--- config.mk ---
export PLATFORM = sky130hd
export DESIGN_NAME = mv_keystream
export DESIGN_NICKNAME = d
export VERILOG_FILES = /design/src/rtl/mv_pkg.sv /design/src/rtl/mv_lfsr.sv /design/src/rtl/mv_majority.sv /design/src/rtl/mv_ctrl.sv /design/src/rtl/mv_keystream.sv
export SDC_FILE = /design/constraint.sdc
export NUM_CORES = 1
export LEC_CHECK = 0
export ABC_AREA = 1
export BUFFER_PORTS_ARGS = -buffer_cell sky130_fd_sc_hd__buf_4
export CELL_PAD_IN_SITES_DETAIL_PLACEMENT = 0
export CELL_PAD_IN_SITES_GLOBAL_PLACEMENT = 1
export CORE_MARGIN = 8
export CORE_UTILIZATION = 25
export DETAILED_ROUTE_END_ITERATION = 10
export HOLD_SLACK_MARGIN = 0.15
export MAX_ROUTING_LAYER = met4
export PLACE_DENSITY = 0.57
export SKIP_LAST_GASP = 1
export SYNTH_ARGS = -nofsm -noshare
export SYNTH_HDL_FRONTEND = slang
export SYNTH_HIERARCHICAL = 1
export SYNTH_SLANG_ARGS = --single-unit
--- constraint.sdc ---
create_clock -name clk -period 2.4 [get_ports clk]
set_input_delay 0 -clock clk [delete_from_list [all_inputs] [get_ports clk]]
set_output_delay 0 -clock clk [all_outputs]
set_load 0.02 [all_outputs]
--- src/rtl/mv_pkg.sv ---
package mv_pkg;
    localparam int unsigned KEY_W   = 64;
    localparam int unsigned FRAME_W = 22;
    localparam int unsigned WARM_N  = 100;
    localparam int unsigned NREG    = 3;
    localparam int unsigned MAX_LEN = 23;
    localparam int unsigned CNT_W   = $clog2(KEY_W + FRAME_W + WARM_N);

    localparam int unsigned REG_LEN [NREG] = '{19, 22, 23};
    localparam int unsigned REG_CTL [NREG] = '{8, 10, 10};
    localparam logic [MAX_LEN-1:0] REG_TAP [NREG] = '{23'h072000, 23'h300000, 23'h700080};

    typedef enum logic [2:0] {
        ST_IDLE,
        ST_KEY,
        ST_FRAME,
        ST_WARM,
        ST_RUN
    } mv_state_e;
endpackage

--- src/rtl/mv_lfsr.sv ---
module mv_lfsr #(
    parameter int unsigned LEN  = 19,
    parameter int unsigned W    = 23,
    parameter logic [W-1:0] TAPS = '0,
    parameter int unsigned CTAP = 8
) (
    input  logic         clk,
    input  logic         rst_n,
    input  logic         load,
    input  logic         clr,
    input  logic         inj,
    input  logic         step,
    output logic         ctl,
    output logic         msb,
    output logic [W-1:0] q
);
    logic [LEN-1:0] r;
    logic [LEN-1:0] base;
    logic           fb_base;
    logic           fb_run;

    always_comb begin
        base    = clr ? '0 : r;
        fb_base = ^(base & TAPS[LEN-1:0]);
        fb_run  = ^(r & TAPS[LEN-1:0]);
    end

    always_ff @(posedge clk) begin
        if (!rst_n)
            r <= '0;
        else if (load)
            r <= {base[LEN-2:0], fb_base ^ inj};
        else if (step)
            r <= {r[LEN-2:0], fb_run};
    end

    assign ctl = r[CTAP];
    assign msb = r[LEN-1];
    assign q   = W'(r);

    AST_CLR_RESTARTS: assert property (@(posedge clk) disable iff (!rst_n)
        (load && clr) |=> (r[LEN-1:1] == '0) && (r[0] == $past(inj)));

    AST_IDLE_HOLDS: assert property (@(posedge clk) disable iff (!rst_n)
        (!load && !step) |=> $stable(r));
endmodule

--- src/rtl/mv_majority.sv ---
module mv_majority #(
    parameter int unsigned N = 3
) (
    input  logic [N-1:0] cbits,
    output logic [N-1:0] adv
);
    logic maj;

    always_comb begin
        maj = (cbits[0] & cbits[1]) | (cbits[0] & cbits[2]) | (cbits[1] & cbits[2]);
    end

    for (genvar g = 0; g < N; g++) begin : g_adv
        assign adv[g] = (cbits[g] == maj);
    end

    AST_TWO_ADVANCE: assert final ($countones(adv) >= 2);
endmodule

--- src/rtl/mv_ctrl.sv ---
module mv_ctrl
    import mv_pkg::*;
(
    input  logic clk,
    input  logic rst_n,
    input  logic ld_valid,
    input  logic xfer,
    output logic ld_ready,
    output logic ks_live,
    output logic load_step,
    output logic load_clr,
    output logic maj_en
);
    mv_state_e        state, state_n;
    logic [CNT_W-1:0] cnt, cnt_n;
    logic             accept;

    assign accept = ld_valid && ld_ready;

    always_ff @(posedge clk) begin
        if (!rst_n) begin
            state <= ST_IDLE;
            cnt   <= '0;
        end else begin
            state <= state_n;
            cnt   <= cnt_n;
        end
    end

    always_comb begin
        state_n = state;
        cnt_n   = cnt;
        unique case (state)
            ST_IDLE, ST_RUN: begin
                if (accept) begin
                    state_n = ST_KEY;
                    cnt_n   = CNT_W'(1);
                end
            end
            ST_KEY: begin
                if (accept) begin
                    if (cnt == CNT_W'(KEY_W - 1)) begin
                        state_n = ST_FRAME;
                        cnt_n   = '0;
                    end else begin
                        cnt_n = cnt + 1'b1;
                    end
                end
            end
            ST_FRAME: begin
                if (accept) begin
                    if (cnt == CNT_W'(FRAME_W - 1)) begin
                        state_n = ST_WARM;
                        cnt_n   = '0;
                    end else begin
                        cnt_n = cnt + 1'b1;
                    end
                end
            end
            ST_WARM: begin
                if (cnt == CNT_W'(WARM_N - 1)) begin
                    state_n = ST_RUN;
                    cnt_n   = '0;
                end else begin
                    cnt_n = cnt + 1'b1;
                end
            end
            default: begin
                state_n = ST_IDLE;
                cnt_n   = '0;
            end
        endcase
    end

    always_comb begin
        ld_ready  = (state != ST_WARM);
        ks_live   = (state == ST_RUN);
        load_step = accept;
        load_clr  = accept && ((state == ST_IDLE) || (state == ST_RUN));
        maj_en    = (state == ST_WARM) || ((state == ST_RUN) && xfer && !accept);
    end

    AST_LIVE_AFTER_WARM: assert property (@(posedge clk) disable iff (!rst_n)
        $rose(ks_live) |-> ($past(state) == ST_WARM) && ($past(cnt) == CNT_W'(WARM_N - 1)));

    AST_WARM_BLOCKS_LOAD: assert property (@(posedge clk) disable iff (!rst_n)
        (state == ST_WARM) |=> (state == ST_WARM) || (state == ST_RUN));
endmodule

--- src/rtl/mv_keystream.sv ---
module mv_keystream
    import mv_pkg::*;
(
    input  logic clk,
    input  logic rst_n,
    input  logic ld_bit,
    input  logic ld_valid,
    output logic ld_ready,
    input  logic din,
    input  logic din_valid,
    output logic din_ready,
    output logic dout,
    output logic dout_valid,
    input  logic dout_ready,
    output logic ks_live
);
    logic               load_step, load_clr, maj_en, xfer, ks_bit;
    logic [NREG-1:0]    cbits, adv, msbs;
    logic [MAX_LEN-1:0] q [NREG];

    assign din_ready  = ks_live && dout_ready;
    assign dout_valid = din_valid && ks_live;
    assign xfer       = din_valid && din_ready;
    assign ks_bit     = ^msbs;
    assign dout       = din ^ ks_bit;

    mv_ctrl u_ctrl (
        .clk       (clk),
        .rst_n     (rst_n),
        .ld_valid  (ld_valid),
        .xfer      (xfer),
        .ld_ready  (ld_ready),
        .ks_live   (ks_live),
        .load_step (load_step),
        .load_clr  (load_clr),
        .maj_en    (maj_en)
    );

    mv_majority #(.N(NREG)) u_maj (
        .cbits (cbits),
        .adv   (adv)
    );

    for (genvar g = 0; g < NREG; g++) begin : g_reg
        mv_lfsr #(
            .LEN  (REG_LEN[g]),
            .W    (MAX_LEN),
            .TAPS (REG_TAP[g]),
            .CTAP (REG_CTL[g])
        ) u_lfsr (
            .clk   (clk),
            .rst_n (rst_n),
            .load  (load_step),
            .clr   (load_clr),
            .inj   (ld_bit),
            .step  (maj_en && adv[g]),
            .ctl   (cbits[g]),
            .msb   (msbs[g]),
            .q     (q[g])
        );
    end

    AST_STALL_FREEZES: assert property (@(posedge clk) disable iff (!rst_n)
        (ks_live && din_valid && !dout_ready && !ld_valid)
        |=> $stable(q[0]) && $stable(q[1]) && $stable(q[2]));

    AST_OUT_NEEDS_LIVE: assert property (@(posedge clk) disable iff (!rst_n)
        dout_valid |-> ks_live && din_valid);

    AST_RESET_QUIET: assert property (@(posedge clk)
        !rst_n |=> !ks_live && (q[0] == '0) && (q[1] == '0) && (q[2] == '0));
endmodule

Word-level counts from Yosys, hierarchy flattened. Cells that the tools add are included.

Flip-flop bits (word level): 75. Bits in latches: 0. Memory bits (writable): 0. ROM bits: 0. Input bits: 7. Output and inout bits: 5. Word-level logic and storage cells: 82. Memories kept: 0.

Add/sub/neg operators: 1. Multiply operators: 0. Div/mod/pow operators: 0. Order comparisons: 0. Eq/ne operators: 17. Shifts and indexed selects: 0. Mux-type cells: 23. Bitwise logic cells: 9. Reductions and logical operators: 27.

Operator list (count): $mux W23 (3); $mux W22 (3); $mux W19 (3); $mux W8 (6); $reduce_xor A23 Y1 (2); $reduce_xor A22 Y1 (2); $reduce_xor A19 Y1 (2); $pmux W8 S4 (1); $mux W3 (6); $ne A2 B1 Y1 const B (6); $pmux W3 S4 (1); $logic_and A1 B1 Y1 (10); $add A8 B1 Y8 const B (1); $eq A8 B5 Y1 const B (1); $eq A8 B6 Y1 const B (1); $eq A8 B7 Y1 const B (1); $eq A3 B2 Y1 const B (2); $reduce_and A6 Y1 (1); $reduce_bool A2 Y1 (3); $xor A1 B1 Y1 (4); $and A1 B1 Y1 (3); $eq A1 B1 Y1 (3); $eq A3 B1 Y1 const B (1); $eq A3 B3 Y1 const B (1); other kinds (8) (10).

Logic depth before layout (Yosys ltp). Gate-level depths: netlist of run 1.

Depth after elaboration: 9. Gate-level depth with buffers: 15. Depth with buffers taken out: 14.

By module. Netlist of run 1, hierarchy kept.

By module, submodules not included: mv_lfsr at g_reg[2].u_lfsr (instances 1, cells each 123, area an instance 963.4 µm², sequential area each 460.4 µm²); mv_lfsr at g_reg[1].u_lfsr (instances 1, cells each 112, area an instance 867.1 µm², sequential area each 440.4 µm²); mv_lfsr at g_reg[0].u_lfsr (instances 1, cells each 111, area an instance 863.3 µm², sequential area each 380.4 µm²); mv_ctrl (instances 1, cells each 124, area an instance 809.5 µm², sequential area each 220.2 µm²); mv_keystream (instances 1, cells each 27, area an instance 108.9 µm², sequential area each 0.0 µm²); mv_majority (instances 1, cells each 11, area an instance 52.6 µm², sequential area each 0.0 µm²).

Worst setup path before layout of run 1. OpenSTA, ideal clock, no wires.

Path type: register -> register. From: register u_ctrl.state[0]. To: register g_reg[2].u_lfsr.r[0]. Arrival time: 1.892 ns. Data required time: 2.291 ns. Slack: 0.399 ns. Stages on the path, launching flop included: 16. Buffers on the path: 1. Cell sequence: dfxtp_1 -> nor2_1 -> inv_1 -> nor2_1 -> nand2_1 -> nor2_1 -> nand3_1 -> nand2_1 -> nand2_1 -> inv_1 -> nor2_4 -> inv_2 -> buf_6 -> nand3_1 -> nand2_1 -> inv_1.

Cells in the longest elaborated chain, start to end: 8. Elaborated cells between the ends (all ways): 19. Classes of those cells: eq/ne (3); mux (2); bitwise (1); reduce/logical (13).

Ends and longest elaborated chain: start, declared (line mv_ctrl.sv:14) `mv_state_e state, state_n;`; start signal, assigned (line mv_ctrl.sv:25) `state <= state_n;`; $eq A3 B3 Y1 (line mv_ctrl.sv:77) `ks_live = (state == ST_RUN);`; named net ks_live (line mv_keystream.sv:15) `output logic ks_live`; $logic_and A1 B1 Y1 (line mv_keystream.sv:21) `assign din_ready = ks_live && dout_ready;`; $logic_and A1 B1 Y1 (line mv_keystream.sv:23) `assign xfer = din_valid && din_ready;`; named net xfer (line mv_keystream.sv:17) `logic load_step, load_clr, maj_en, xfer, ks_bit;`; $logic_and A1 B1 Y1 (2 in a row) (line mv_ctrl.sv:80) `maj_en = (state == ST_WARM) || ((state == ST_RUN) && xfer && !accept);`; $logic_or A1 B1 Y1 (line mv_ctrl.sv:80); named net maj_en (line mv_keystream.sv:17); $logic_and A1 B1 Y1 (line mv_keystream.sv:56) `.step (maj_en && adv[g]),`; $reduce_bool A2 Y1 (no line); end signal, assigned (line mv_lfsr.sv:32) `r <= {base[LEN-2:0], fb_base ^ inj};`; end signal, assigned (line mv_lfsr.sv:34) `r <= {r[LEN-2:0], fb_run};`; end, declared (line mv_lfsr.sv:17) `logic [LEN-1:0] r;`.

The timed path passes the listed nets, and every way through them passes these cells. A chain may end at the register's enable or synchronous reset.

Final worst setup path of run 1.
From: register u_ctrl.state[0]. To: register g_reg[2].u_lfsr.r[0].

Cells in the longest elaborated chain, start to end: 8. Elaborated cells between the ends (all ways): 19. Classes of those cells: eq/ne (3); mux (2); bitwise (1); reduce/logical (13).

Ends and longest elaborated chain (line): $eq A3 B3 Y1 (mv_ctrl.sv:77); $logic_and A1 B1 Y1 (mv_keystream.sv:21); $logic_and A1 B1 Y1 (mv_keystream.sv:23); named net xfer (mv_keystream.sv:17); $logic_and A1 B1 Y1 (2 in a row) (mv_ctrl.sv:80); $logic_or A1 B1 Y1 (mv_ctrl.sv:80); named net maj_en (mv_keystream.sv:17); $logic_and A1 B1 Y1 (mv_keystream.sv:56); $reduce_bool A2 Y1 (no line).

The timed path passes the listed nets, and every way through them passes these cells.

==> summary.md, run 1 <==
TritonCTS built the clock tree. The tools report the startpoint of the lowest-slack register-to-register path as u_ctrl/state[0]. Counting every sink on the clock net gives 75. STA classifies the critical path startpoint as a flop. The count of vias placed by the detailed router was 2,959; the total number of placement rows was 43. Switching component of the power: 1370 uW. Setup violations remaining at the end of the flow were counted as 0.

The worst hold path belongs to the class in2out. The worst register-to-register path has a depth of 14. The later-pin clock latency in the skew report was 0.33 ns; the internal power was 2650 uW.

The number of design-rule violations left by the first detailed-router iteration came out at 168. The clock tree synthesis step divided the H-tree into 3 levels. For the detailed-route DRC error count, the log shows 0. The worst setup path is of the reg2reg kind. For this run, the share of the core covered by cells in the final layout is 29.5%. The post-route minimum period works out to 2.05 ns. Dividing the synthesized area by the synthesized cell count gives 7.22 um^2. After technology mapping, the gate count stands at 495. The wire-length estimate of the detail-placed layout is 4930 um.

After clock tree synthesis, the clock-pin slew on the worst setup and hold paths is 0.06 ns. The most critical setup path has its startpoint at u_ctrl/state[0]. Boundary pin count: 12. Of the cells placed in the final design, the portion with a size suffix greater than 1 is 14.2%.

For the remaining number of nets flagged by the antenna check after routing, the log shows 0. The largest driver fanout on the critical path is 25. After routing, the total negative slack on setup checks comes to 0 ns. The flow ran to the end, and the final reports show no timing, DRC or antenna violations. After detailed routing, the average wire length per cell comes to 10.7 um. Of the available clock period, the critical path in the final layout requires 85.2%.

The run gives 2 as the maximum clock path buffer count. Input and output buffers added on the ports amount to 11. The total global routing overflow is 0. The initial antenna violation count came out at 0.

The die outline width is 136 um, and the global router's overall resource usage is 8.60%. Routability-driven placement finished with a final weighted congestion of 0.770. For this block, the routed nets add up to 7400 um of wire. The first global-routing pass estimated 12,600 um of wire. The run gives 518 as the count of nets after finishing. Number of max-slew violations in the final report: 0.

The root buffer cell chosen for the clock tree is sky130_fd_sc_hd__clkbuf_16. The Yosys warning count was 6. The worst setup path is captured at a flop. Timing endpoint of the critical path: g_reg[2].u_lfsr/q[0]. Counting every net in the synthesized netlist gives 504. The clock network is responsible for 34.0% of the overall power.

VDD sags by at most 0.332 mV. Static timing analysis puts the maximum clock frequency at 489 MHz. For the leakage power summed over all cells, the log shows 0.00183 uW. The switching share of power was 34.1%.

At the worst endpoint, the required time is 2.63 ns. The logs give 0 for the post-CTS setup buffer count and 18,400 um^2 for the overall die area. The vertical die dimension is 136 um, and the number of iterations in the first detailed-routing pass is 4. The placeable core region is 13,900 um^2, and the number of antenna diodes is 0. At the worst endpoint, the arrival time is 2.28 ns.

The area growth from synthesis to layout is 15.0%. The run gives 2,814 as the number of global-route vias before repair. The relative slew slack is 65.1%, and the effective utilization at floorplan is 25.7%.

Number of hold-slack violations in the final timing report: 0. Sequential cells burn 38.8% of the power. For this design the ratio of total power to cell area is 976 nW/um^2. The mapped netlist covers 3570 um^2. The reg-to-reg endpoint is g_reg[2].u_lfsr/q[0]. Setup repair after global routing left no endpoint under its margin. The number of clock buffers added by TritonCTS is 9. The average via count per standard cell was 4.26; the slack of the worst reg-to-reg path was 0.35 ns. The max-capacitance violation count is 0, and the worst-margin pin slew is 0.521 ns. For the final database, setup skew stands at 0.00645 ns.

Entering global routing, the biggest net connects 26 pins. Combinational cells account for 27.3% of the total power.
## per-layer routing
metal | track usage, % | part of all wire [%] | vias up
met1 | 9.85 | 49 | 1320
met2 | 13.7 | 46 | 28
met4 | 4.19 | 2.1 | 0
li1 | - | - | 1598
met5 | - | 0 | -
met3 | 2.30 | 3.0 | 13
## layout by cell type, fill, tap and decap left out, types with 2 or more instances in the layout
| cell type | n |
|---|---|
| sky130_fd_sc_hd__inv_6 | 2 |
| sky130_fd_sc_hd__clkinv_4 | 2 |
| sky130_fd_sc_hd__nor2_1 | 109 |
| sky130_fd_sc_hd__nor2_2 | 3 |
| sky130_fd_sc_hd__ha_1 | 2 |
| sky130_fd_sc_hd__nor3_1 | 2 |
| sky130_fd_sc_hd__nand2_2 | 4 |
| sky130_fd_sc_hd__dfxtp_1 | 75 |
| sky130_fd_sc_hd__a211oi_1 | 6 |
| sky130_fd_sc_hd__o21ai_2 | 11 |
| sky130_fd_sc_hd__nand3_2 | 3 |
| sky130_fd_sc_hd__nor2_4 | 4 |
| sky130_fd_sc_hd__o21ai_0 | 21 |
| sky130_fd_sc_hd__inv_2 | 4 |
| sky130_fd_sc_hd__xor2_1 | 2 |
| sky130_fd_sc_hd__o21ai_1 | 28 |
| sky130_fd_sc_hd__inv_1 | 51 |
| sky130_fd_sc_hd__a21o_1 | 2 |
| sky130_fd_sc_hd__clkbuf_16 | 9 |
| sky130_fd_sc_hd__inv_4 | 4 |
| sky130_fd_sc_hd__nand2_4 | 3 |
| sky130_fd_sc_hd__nand4_1 | 2 |
| sky130_fd_sc_hd__dlygate4sd3_1 | 3 |
| sky130_fd_sc_hd__a21oi_1 | 24 |
| sky130_fd_sc_hd__nand3_1 | 14 |
| sky130_fd_sc_hd__nand2_1 | 94 |
| sky130_fd_sc_hd__buf_4 | 14 |
| sky130_fd_sc_hd__a21boi_0 | 2 |
## power groups by stage
stage	registers, uW	logic [uW]	clock network (uW)
after floorplan	1560	918	0
after global placement	1580	1090	0
after detailed placement	1580	1100	0
after CTS	1560	1110	1410
after global routing	1580	1250	1460
final	1560	1090	1360
## sequential cells by signal (all words and copies together) (netlist names)
register and flops:
g.u_lfsr/q 23, g.u_lfsr/r 41, u_ctrl/cnt 8, u_ctrl/state 3
## layout make-up
cell class,instances,area (um^2)
tap,180,225
multi-input combinational,346,1710
clock inverter,5,61.3
sequential,75,1500
timing repair buffer,17,135
fill,1497,9820
inverter,60,240
clock buffer,11,243
## metrics by stage
step / setup WS [ns] / power [uW] / hold WS [ns] / instance area [um^2] / cells
after floorplan: 0.399 / 2470 / 0.121 / 3570 / 495
after global placement: 0.237 / 2670 / 0.300 / 3770 / 674
after detailed placement: 0.199 / 2680 / 0.298 / 3770 / 674
after CTS: 0.200 / 4080 / 0.297 / 4100 / 693
after global routing: 0.0120 / 4300 / 0.306 / 4110 / 694
final: 0.354 / 4010 / 0.293 / 4110 / 694
## worst min path at each step
stage,startpoint,cells after the start,slack (ns),end
after floorplan,rst_n,2,0.12,u_ctrl/state[2]
after global placement,dout_ready,4,0.30,din_ready
after detailed placement,dout_ready,4,0.30,din_ready
after CTS,dout_ready,4,0.30,din_ready
after global routing,dout_ready,4,0.31,din_ready
final,dout_ready,4,0.29,din_ready
## worst max-delay path: stages, from the launching register on
cell                      delay, ns
sky130_fd_sc_hd__dfxtp_1       0.35
sky130_fd_sc_hd__nor2_1        0.15
sky130_fd_sc_hd__inv_1         0.07
sky130_fd_sc_hd__nor2_1        0.19
sky130_fd_sc_hd__nand2_1       0.10
sky130_fd_sc_hd__nor2_1        0.10
sky130_fd_sc_hd__nand3_1       0.07
sky130_fd_sc_hd__nand2_1       0.11
sky130_fd_sc_hd__nand2_1       0.06
sky130_fd_sc_hd__inv_1         0.15
sky130_fd_sc_hd__nor2_4        0.12
sky130_fd_sc_hd__inv_4         0.23
sky130_fd_sc_hd__nand3_1       0.13
sky130_fd_sc_hd__nand2_1       0.07
sky130_fd_sc_hd__inv_1         0.04
## repair_timing
action                     in CTS  in global routing
setup endpoints to repair       0                 16
hold buffers                    3                  0
resized for setup               0                  4
hold endpoints to repair       14                  0
No activity file was read; power rests on OpenSTA's default activity.
==> run 2, diff against run 1 <==
--- a/config.mk
+++ b/config.mk
@@ -6,6 +6,7 @@
 export NUM_CORES = 1
 export LEC_CHECK = 0
 export ABC_AREA = 1
+export ABC_CLOCK_PERIOD_IN_PS = 2400
 export BUFFER_PORTS_ARGS = -buffer_cell sky130_fd_sc_hd__buf_4
 export CELL_PAD_IN_SITES_DETAIL_PLACEMENT = 0
 export CELL_PAD_IN_SITES_GLOBAL_PLACEMENT = 1
@@ -13,7 +14,6 @@
 export CORE_UTILIZATION = 25
 export DETAILED_ROUTE_END_ITERATION = 10
 export HOLD_SLACK_MARGIN = 0.15
-export MAX_ROUTING_LAYER = met4
 export PLACE_DENSITY = 0.57
 export SKIP_LAST_GASP = 1
 export SYNTH_ARGS = -nofsm -noshare
==> summary.md, run 2 (synthesized netlist as in run 1, its figures left out) <==
The run finished with clean final reports. The remaining number of nets flagged by the antenna check after routing was 0; the vertical die dimension was 136 um. STA classifies the critical path startpoint as a flop. For this design, the sink count on the clock tree is 75.

The count of buffers added on input and output ports is 11. Dividing the detail-routed wire length by the instance count gives 10.7 um. After detailed routing, the number of remaining DRC violations is 0.

The worst setup path is of the reg2reg kind. Once placement finished, the instance area stood at 3770 um^2. The count of vias placed by the detailed router is 2,965, and the number of max-slew violations in the final report is 0. The worst setup path is captured at a flop. The congestion estimate from routability-driven global placement came to 0.760. Setup repair after global routing left no endpoint under its margin. The wire length of the first global-routing pass came out at 12,600 um. Of all nets on the critical path, the largest fanout is 25.

For this block, wires on met1 add up to 3610 um. Setup total negative slack on the finished layout was measured at 0 ns. The register with the most flip-flops in the final layout is g.u_lfsr/r.

The count of nets after finishing was 518. The number of hold-slack violations in the final timing report is 0, and the boundary pin count is 12. The floorplan has 43 rows. The register with the most flip-flops in the layout has 41 of them. For the later-pin clock latency in the skew report, the log shows 0.33 ns.

Data on the critical path is required at its endpoint by 2.63 ns. After routing the design area is 4110 um^2. The run gives 0.332 mV as the largest vdd supply drop. The die covers 18,400 um^2.

From synthesis to final layout, the design area changed by 15.0%. Dividing the detail-routed via count by the number of cells gives 4.27. The completed layout was analyzed and its total power is 4010 uW. Clock-pin slew was measured on the worst setup and hold paths at 0.06 ns.

The maximum operating frequency came out at 488 MHz. In the detailed route, the total length drawn on met2 is 3440 um. Max-cap violations in this run came to 0. Leading cell type in the layout, fill and taps excluded: sky130_fd_sc_hd__nor2_1.

TritonCTS built the clock tree. For this block, the routed nets add up to 7410 um of wire. The total overflow left after global routing is 0. The longest clock path from root to sink contains 2 buffers.

The tools report the half-perimeter wire length after detailed placement as 4930 um. OpenSTA, run right after detailed placement, puts the worst setup slack at 0.199 ns. The root buffer cell was sky130_fd_sc_hd__clkbuf_16.

Fill cells in the final layout number 1,497. In the layout the commonest cells are 109 x sky130_fd_sc_hd__nor2_1, 94 x sky130_fd_sc_hd__nand2_1, 75 x sky130_fd_sc_hd__dfxtp_1. Effective utilization at floorplan: 25.7%. Data on the critical path arrives at its endpoint at 2.28 ns. Uppermost layer routed: met4. For this design the static power due to leakage is 0.00183 uW. Counting I/O delays and the setup requirement, the final critical path takes 2.05 ns.

Global routing used 8.35% of the available tracks across all layers. The logs give 65.2% for the relative slew slack and 2,812 for the number of global-route vias before repair. The post-route netlist has 14.2% of its cells at a drive strength greater than 1. Entering global routing, the biggest net connects 26 pins. The sum of met3 wire segment lengths after detailed routing is 221 um. Clock skew on the completed layout was measured at 0.00653 ns. The H-tree was split into 3 levels. For the number of iterations in the first detailed-routing pass, the log shows 4. The period utilization came out at 85.3%. Power spread over the standard cell area amounts to 976 nW/um^2. From left edge to right edge, the die measures 136 um.

The logs give 0.352 ns for the worst-case setup margin in the final layout and 160 for the number of design-rule violations left by the first detailed-router iteration. The logs give 0 for the final setup violation count and 0 for the number of antenna diodes. TritonCTS created 9 clock buffers. Setup slack on the worst reg-to-reg path comes out at 0.35 ns. The floorplan step defined a core boundary enclosing 13,900 um^2.

For the pin with the worst max-slew slack, the measured transition is 0.520 ns. The min-delay analysis places its worst path in the category in2out. The initial antenna violation count was 0.
==> run 2: cell counts in the layout (fill, tap and decap cells not counted) <==
No cell type changed its count.
==> run 2: through the flow <==
stage	hold slack [ns]	util, %	std cells
global placement	0.300	27.0	674
finish	0.293	29.5	694
CTS	0.297	29.4	693
floorplan	0.121	-	495
detailed placement	0.298	27.0	674
global route	0.306	29.5	694
==> run 2: cell type report <==
type	count	area, um^2	area share, %
multi-input cells	346	1710	41.5
repair buffers	17	135	3.29
inverters	60	240	5.84
clock inverters	5	61.3	1.49
clock buffers	11	243	5.90
flip-flops and latches	75	1500	36.5
well taps	180	225	5.48
==> run 2: worst paths after layout <==
check,from,to,cells past startpoint
worst max-delay path,u_ctrl/state[0],g_reg[2].u_lfsr/q[0],14
worst min-delay path,dout_ready,din_ready,4
worst max register to register,u_ctrl/state[0],g_reg[2].u_lfsr/q[0],14
worst min register to register,g_reg[0].u_lfsr/r[0],g_reg[0].u_lfsr/r[1],2
==> run 2: power by group <==
| part | switching [uW] | internal, uW |
|---|---|---|
| registers | 129 | 1430 |
| logic | 714 | 381 |
| clock network | 524 | 839 |
==> run 2: what timing repair did <==
| item | 4_1_cts | 5_1_grt |
|---|---|---|
| endpoints found under the hold margin | 14 | 0 |
| buffers inserted | 0 | 0 |
| endpoints found under the setup margin | 0 | 16 |
| gates resized for setup | 0 | 4 |
| hold buffers | 3 | 0 |
==> run 2: metal layers <==
| layer | vias up | GRT usage [%] |
|---|---|---|
| li1 | 1597 | - |
| met1 | 1330 | 9.80 |
| met2 | 27 | 13.7 |
| met3 | 11 | 2.30 |
| met4 | 0 | 4.19 |
| met5 | - | 0 |
==> run 2: worst max-delay path, stage by stage (launching register included) <==
cell and delay, ns:
sky130_fd_sc_hd__dfxtp_1 0.35, sky130_fd_sc_hd__nor2_1 0.15, sky130_fd_sc_hd__inv_1 0.07, sky130_fd_sc_hd__nor2_1 0.19
sky130_fd_sc_hd__nand2_1 0.10, sky130_fd_sc_hd__nor2_1 0.10, sky130_fd_sc_hd__nand3_1 0.07, sky130_fd_sc_hd__nand2_1 0.11
sky130_fd_sc_hd__nand2_1 0.06, sky130_fd_sc_hd__inv_1 0.15, sky130_fd_sc_hd__nor2_4 0.12, sky130_fd_sc_hd__inv_4 0.23
sky130_fd_sc_hd__nand3_1 0.13, sky130_fd_sc_hd__nand2_1 0.07, sky130_fd_sc_hd__inv_1 0.04
